<file path="config.mk">
export PLATFORM = sky130hd
export DESIGN_NAME = sr_gate_seq
export DESIGN_NICKNAME = d
export VERILOG_FILES = /design/src/rtl/sr_gate_pkg.sv /design/src/rtl/sr_sync.sv /design/src/rtl/sr_off_timer.sv /design/src/rtl/sr_on_timer.sv /design/src/rtl/sr_gate_seq.sv
export SDC_FILE = /design/constraint.sdc
export NUM_CORES = 1
export LEC_CHECK = 0
export BUFFER_PORTS_ARGS = -buffer_cell sky130_fd_sc_hd__clkbuf_2
export CAP_MARGIN = 30
export CORE_ASPECT_RATIO = 0.8
export CORE_MARGIN = 1
export CORE_UTILIZATION = 30
export CTS_CLUSTER_SIZE = 24
export DETAILED_ROUTE_END_ITERATION = 16
export GPL_TIMING_DRIVEN = 0
export HOLD_SLACK_MARGIN = 0.03
export PLACE_DENSITY_LB_ADDON = 0.08
export REMOVE_ABC_BUFFERS = 1
export SLEW_MARGIN = 20
export SYNTH_ARGS = -nofsm -noshare
export SYNTH_HDL_FRONTEND = slang
export SYNTH_HIERARCHICAL = 1
export SYNTH_SLANG_ARGS = --single-unit
export TNS_END_PERCENT = 20
</file>
<file path="constraint.sdc">
create_clock -name clk -period 2.45 [get_ports clk]
set_input_delay 0.245 -clock clk [delete_from_list [all_inputs] [get_ports clk]]
set_output_delay 0.245 -clock clk [all_outputs]
set_load 0.03 [all_outputs]
</file>
<file path="src/rtl/sr_gate_pkg.sv">
package sr_gate_pkg;
  // Round a duration in ns up to whole cycles at the given clock rate, at least one cycle.
  function automatic int unsigned ns_to_cycles(int unsigned ns, int unsigned mhz);
    int unsigned c;
    c = (ns * mhz + 999) / 1000;
    return (c == 0) ? 1 : c;
  endfunction
endpackage

</file>
<file path="src/rtl/sr_sync.sv">
module sr_sync #(
  parameter int W = 3
) (
  input  logic         clk,
  input  logic         rst_n,
  input  logic [W-1:0] d,
  output logic [W-1:0] q
);
  for (genvar i = 0; i < W; i++) begin : g_bit
    logic st1, st2;
    always_ff @(posedge clk or negedge rst_n) begin
      if (!rst_n) begin
        st1 <= 1'b0;
        st2 <= 1'b0;
      end else begin
        st1 <= d[i];
        st2 <= st1;
      end
    end
    assign q[i] = st2;
  end
endmodule

</file>
<file path="src/rtl/sr_off_timer.sv">
module sr_off_timer #(
  parameter int CNT_W = 16
) (
  input  logic             clk,
  input  logic             rst_n,
  input  logic             clr,
  input  logic             run,
  input  logic [CNT_W-1:0] lim,
  output logic             ok
);
  logic [CNT_W-1:0] cnt;
  logic             expire;

  assign expire = run && (({1'b0, cnt} + (CNT_W+1)'(1)) >= {1'b0, lim});

  always_ff @(posedge clk or negedge rst_n) begin
    if (!rst_n) begin
      cnt <= '0;
      ok  <= 1'b0;
    end else if (clr) begin
      cnt <= '0;
      ok  <= 1'b0;
    end else if (!ok) begin
      if (!run) begin
        cnt <= '0;
      end else begin
        cnt <= cnt + 1'b1;
        if (expire) ok <= 1'b1;
      end
    end
  end


  ok_hold_chk: assert property (@(posedge clk) disable iff (!rst_n)
    ok && !clr |=> ok);

  ring_restart_chk: assert property (@(posedge clk) disable iff (!rst_n)
    !clr && !ok && !run |=> !ok);
endmodule

</file>
<file path="src/rtl/sr_on_timer.sv">
module sr_on_timer #(
  parameter int CNT_W = 16
) (
  input  logic             clk,
  input  logic             rst_n,
  input  logic             clr,
  input  logic [CNT_W-1:0] min_lim,
  input  logic [CNT_W-1:0] max_lim,
  output logic             min_done,
  output logic             max_hit
);
  logic [CNT_W-1:0] cnt;
  logic [CNT_W:0]   nxt;

  assign nxt      = {1'b0, cnt} + (CNT_W+1)'(1);
  assign min_done = nxt >= {1'b0, min_lim};
  assign max_hit  = nxt >= {1'b0, max_lim};

  always_ff @(posedge clk or negedge rst_n) begin
    if (!rst_n)          cnt <= '0;
    else if (clr)        cnt <= '0;
    else if (cnt != '1)  cnt <= cnt + 1'b1;
  end
endmodule

</file>
<file path="src/rtl/sr_gate_seq.sv">
module sr_gate_seq #(
  parameter int CNT_W        = 16,
  parameter int CLK_MHZ      = 100,
  parameter int ON_FLOOR_NS  = 55,
  parameter int OFF_FLOOR_NS = 245
) (
  input  logic             clk,
  input  logic             rst_n,
  input  logic             uvlo_i,
  input  logic             cs_below_on_i,
  input  logic             cs_above_off_i,
  input  logic             cs_above_rst_i,
  input  logic [CNT_W-1:0] min_on_cyc_i,
  input  logic [CNT_W-1:0] min_off_cyc_i,
  input  logic [CNT_W-1:0] max_on_cyc_i,
  input  logic             max_on_en_i,
  output logic             gate_o
);
  localparam int unsigned ON_FLOOR  = sr_gate_pkg::ns_to_cycles(ON_FLOOR_NS, CLK_MHZ);
  localparam int unsigned OFF_FLOOR = sr_gate_pkg::ns_to_cycles(OFF_FLOOR_NS, CLK_MHZ);
  localparam logic [CNT_W-1:0] ON_FLOOR_V  = CNT_W'(ON_FLOOR);
  localparam logic [CNT_W-1:0] OFF_FLOOR_V = CNT_W'(OFF_FLOOR);

  function automatic logic [CNT_W-1:0] at_least(logic [CNT_W-1:0] v, logic [CNT_W-1:0] lo);
    return (v < lo) ? lo : v;
  endfunction

  logic [CNT_W-1:0] eff_min_on, eff_min_off, eff_max_on;
  logic [2:0]       flags_s;
  logic             s_on, s_off, s_rst;
  logic             gate_q, off_ok, min_done, max_hit;
  logic             turn_on_ev, cmp_off_ev, max_off_ev;

  assign eff_min_on  = at_least(min_on_cyc_i, ON_FLOOR_V);
  assign eff_min_off = at_least(min_off_cyc_i, OFF_FLOOR_V);
  assign eff_max_on  = at_least(max_on_cyc_i, eff_min_on);

  sr_sync #(.W(3)) u_sync (
    .clk(clk), .rst_n(rst_n),
    .d({cs_above_rst_i, cs_above_off_i, cs_below_on_i}),
    .q(flags_s)
  );
  assign s_on  = flags_s[0];
  assign s_off = flags_s[1];
  assign s_rst = flags_s[2];

  sr_off_timer #(.CNT_W(CNT_W)) u_off (
    .clk(clk), .rst_n(rst_n), .clr(uvlo_i || gate_q),
    .run(s_rst), .lim(eff_min_off), .ok(off_ok)
  );

  sr_on_timer #(.CNT_W(CNT_W)) u_on (
    .clk(clk), .rst_n(rst_n), .clr(uvlo_i || !gate_q),
    .min_lim(eff_min_on), .max_lim(eff_max_on),
    .min_done(min_done), .max_hit(max_hit)
  );

  assign turn_on_ev = !gate_q && s_on && off_ok;
  assign cmp_off_ev = gate_q && min_done && s_off;
  assign max_off_ev = gate_q && max_on_en_i && max_hit;

  always_ff @(posedge clk or negedge rst_n) begin
    if (!rst_n)                        gate_q <= 1'b0;
    else if (uvlo_i)                   gate_q <= 1'b0;
    else if (turn_on_ev)               gate_q <= 1'b1;
    else if (cmp_off_ev || max_off_ev) gate_q <= 1'b0;
  end

  assign gate_o = gate_q;


  uvlo_gate_low_chk: assert property (@(posedge clk) disable iff (!rst_n)
    uvlo_i |=> !gate_q);

  on_needs_off_chk: assert property (@(posedge clk) disable iff (!rst_n)
    $rose(gate_q) |-> $past(off_ok));

  min_on_hold_chk: assert property (@(posedge clk) disable iff (!rst_n)
    gate_q && !min_done && !uvlo_i |=> gate_q);

  max_on_cut_chk: assert property (@(posedge clk) disable iff (!rst_n)
    gate_q && max_on_en_i && max_hit |=> !gate_q);
endmodule

</file>
==> impl_metrics.ini <==
[outcome]
status = finished with violations
violations = negative setup slack

[floorplan]
start_util_pct = 31.33
ios = 56
chipWidth_um = 136.4
die_area_um2 = 14930
rows = 38
fp.dieH_um = 109.5
core_region_area_um2 = 13840

[setup_path]
path_max_fanout = 5
cp.required_ps = 2660
cpPeakStageDelay_ps = 370
arrival_ps = 4150
slowest_stage = a221oi_4
rr_worst_depth = 11
worstSetupPathType = input pin to register
endpoint_kind = register
cp-start-kind = input pin
crit_chain = clkbuf_16, nor4_4, nand4_1, nand2b_1, inv_2, ha_4, a21o_1, a21oi_2, o21ai_2, a221oi_4, buf_12, buf_4, mux2_4, inv_1, ha_1, a21oi_1, o21a_1, o211a_1, o311ai_2, a221o_1, o21ai_1

[layout]
n_antenna_cell = 0
fin_nets = 677
drive_gt1_share_pct = 29.93
utilization_pct = 39.23
final_cells = 738
areaGrowthSynthToFinish_pct = 25.23
num-fill-cells = 1399
post-route-cell-area_um2 = 5428

[yosys]
ys_async_sr_fraction_pct = 100.0
synth_area_um2 = 4334
yosys_register_bits = 40
ys_warn_count = 6
syn-mean-instance-area_um2 = 8.566
synth_common_cells = inv_1 (66), ha_1 (65), dfrtp_1 (40)
synth_edf_count = 0
synthCells = 506
synth_top_area_cell = dfrtp_1
ys_seq_area_share_pct = 23.09
synth.most_common_cell = inv_1
synthTopCellsByArea = dfrtp_1 (23%), ha_1 (19%), inv_1 (5.7%)
yosysTopAreaCellShare_pct = 23.09
synthFlopType = dfrtp_1
ys_types = 64

[clocking]
insertion_delay_ps = 280
htreeDepth = 2
tritoncts = yes
cts.sinks = 40
clk_pin_slew_ps = 60
root_buffer = clkbuf_16
cts_buffer_depth = 2
numCtsBuffers = 5

[sta]
setup-violations-final = 2
final_max_slew_viol_count = 0
relSlewSlack_pct = 47.38
timing.fmax_mhz = 253.3
setup_ws_ps = -1499
hold_slack_ps = 66.78
finalCriticalPeriod_ps = 3949
worst_slew_pin_slew_ps = 785.8
skew_ps = 2.248
rsz0062_at_grt = true
hold_viol_final = 0
final.period_utilization_pct = 161.2

[run]
cap_violations = 0

[grt]
grt_antenna_before_repair = 0
grt_max_degree = 25
globalRouteOverflowTotal = 0
grtUsageTotal_pct = 15.01
grt_pass1_wl_mm = 17.28
grt_pass1_vias = 3373

[route]
met1_length_mm = 6.080
routedWlPerCell_um = 14.63
drtAntennaViolNets = 0
dr_wl_met3_um = 282
first_pass_iters = 4
drtIter0Drc = 128
drc = 0
num_vias = 3619
routed_wl_mm = 10.80
top_layer_used = met4
avgViaCountPerCell = 4.904
met2_wirelength_mm = 4.418

[worst_hold_path]
holdPathStages = 1
hold_class = input pin to register

[place]
post_dp_cell_area_um2 = 4686
place_hpwl_mm = 8.344
portBuffers = 55
dp.cells = 704
gp_congestion = 0.7958

[power_and_ir_drop]
p_leak_nw = 2.743
p_per_area_nw_per_um2 = 351.5
vdd.ir_drop.worst_uv = 263.2
finalPower_mw = 1.908
[cells by family (layout without fill, tap and decap cells)]
logic type	after synthesis	after routing	share of synthesized area [%]
buf+inv	105	157	9.959
fa+ha+maj	65	65	18.76
simple gates	150	150	21.56
flops	40	40	23.09
compound gates	102	102	15.99
mux	15	15	4.763
xor+xnor	29	29	5.860
[layout make-up]
class / count / area, um2 / share of cell area [%]
clock buffer: 6 / 138.9 / 2.559
clock inverter: 2 / 38.79 / 0.7146
inverter: 66 / 250.2 / 4.610
multi-input combinational: 361 / 3090 / 56.94
sequential: 40 / 1006 / 18.53
tap: 180 / 225.2 / 4.149
timing repair buffer: 83 / 678.2 / 12.49
[through the flow]
stage          setup WS (ps)  setup TNS (ps)
2_1_floorplan          -1554           -1554
3_3_place_gp           -2655           -3536
3_5_place_dp           -2787           -3191
4_1_cts                -1388           -1552
5_1_grt                -1734           -2098
6_report               -1499           -1671
[power by group]
part	switching [mW]	leakage, nW	internal [mW]
Clock	0.272	0.0871	0.510
Sequential	0.00472	0.538	0.667
Combinational	0.212	2.12	0.242
[registers in the layout, indices dropped and copies added, names as in the netlist]
signal and cells:
gate_o 1, u_off/cnt 16, u_off/ok 1, u_on/cnt 16
u_sync/g_bit.st1 3, u_sync/g_bit.st2 3
[routing by layer]
metal | global-route usage, % | up-vias
li1 | - | 1871
met1 | 23.38 | 1698
met2 | 22.08 | 48
met3 | 2.213 | 2
met4 | 1.429 | 0
met5 | 0 | -
[worst max-delay path: cells and delay by family]
family	cells	cell delay (ps)
AOI/OAI and AO/OA	10	1830
adders and majority gates	2	440
buffers and inverters	5	560
muxes	1	290
and+or+nand+nor	3	770
[path summary, 6_finish.rpt]
| path | startpoint | endpoint | slack, ps |
|---|---|---|---|
| hold / removal | cs_above_off_i | u_sync/g_bit[1].st1$_DFF_PN0_ | 70 |
| max in group asynchronous | rst_n | u_off/cnt[9]$_DFFE_PN0P_ | 1460 |
| setup reg to reg | u_on/cnt[0]$_DFFE_PN0P_ | gate_o$_DFFE_PN0P_ | -1050 |
| min in group asynchronous | rst_n | u_off/cnt[1]$_DFFE_PN0P_ | 460 |
| hold reg to reg | u_sync/g_bit[0].st1$_DFF_PN0_ | u_sync/g_bit[0].st2$_DFF_PN0_ | 350 |
| setup / recovery | min_on_cyc_i[11] | gate_o$_DFFE_PN0P_ | -1500 |
[cells in the final DEF, fill, tap and decap left out, types with 4 or more instances in the layout]
master     synthesis  final
buf_4              4     22
nand3_1           14     14
nand4_1           12     12
a22o_1             4      4
a211oi_1           6      5
mux2_4            10     12
nor4_1             7      6
clkbuf_2           2     43
dfrtp_2            0      4
and4_1             6      6
nand2b_1           9      9
dfrtp_1           40     36
inv_1             66     58
xnor2_1           15     15
a31oi_1            6      6
o21ba_2            4      4
a21oi_1           30     27
nor2_1            27     26
nor3_1             9      8
o21ai_1            4      5
clkbuf_16          0      9
ha_1              65     57
ha_4               0      8
clkbuf_8           0      9
xor2_1            14     14
nand2_1           29     29
o21ai_0           19     17
inv_2              0      7
[what timing repair did]
action                                  4_1_cts  5_1_grt
resized for setup                            63        4
gates cloned                                  0        0
endpoints found under the setup margin        2        2
setup buffers                                25        1
hold endpoints to repair                     16        0
hold buffers                                  1        0
pin swaps                                    21        9
Power figures use the tool's default switching activity.
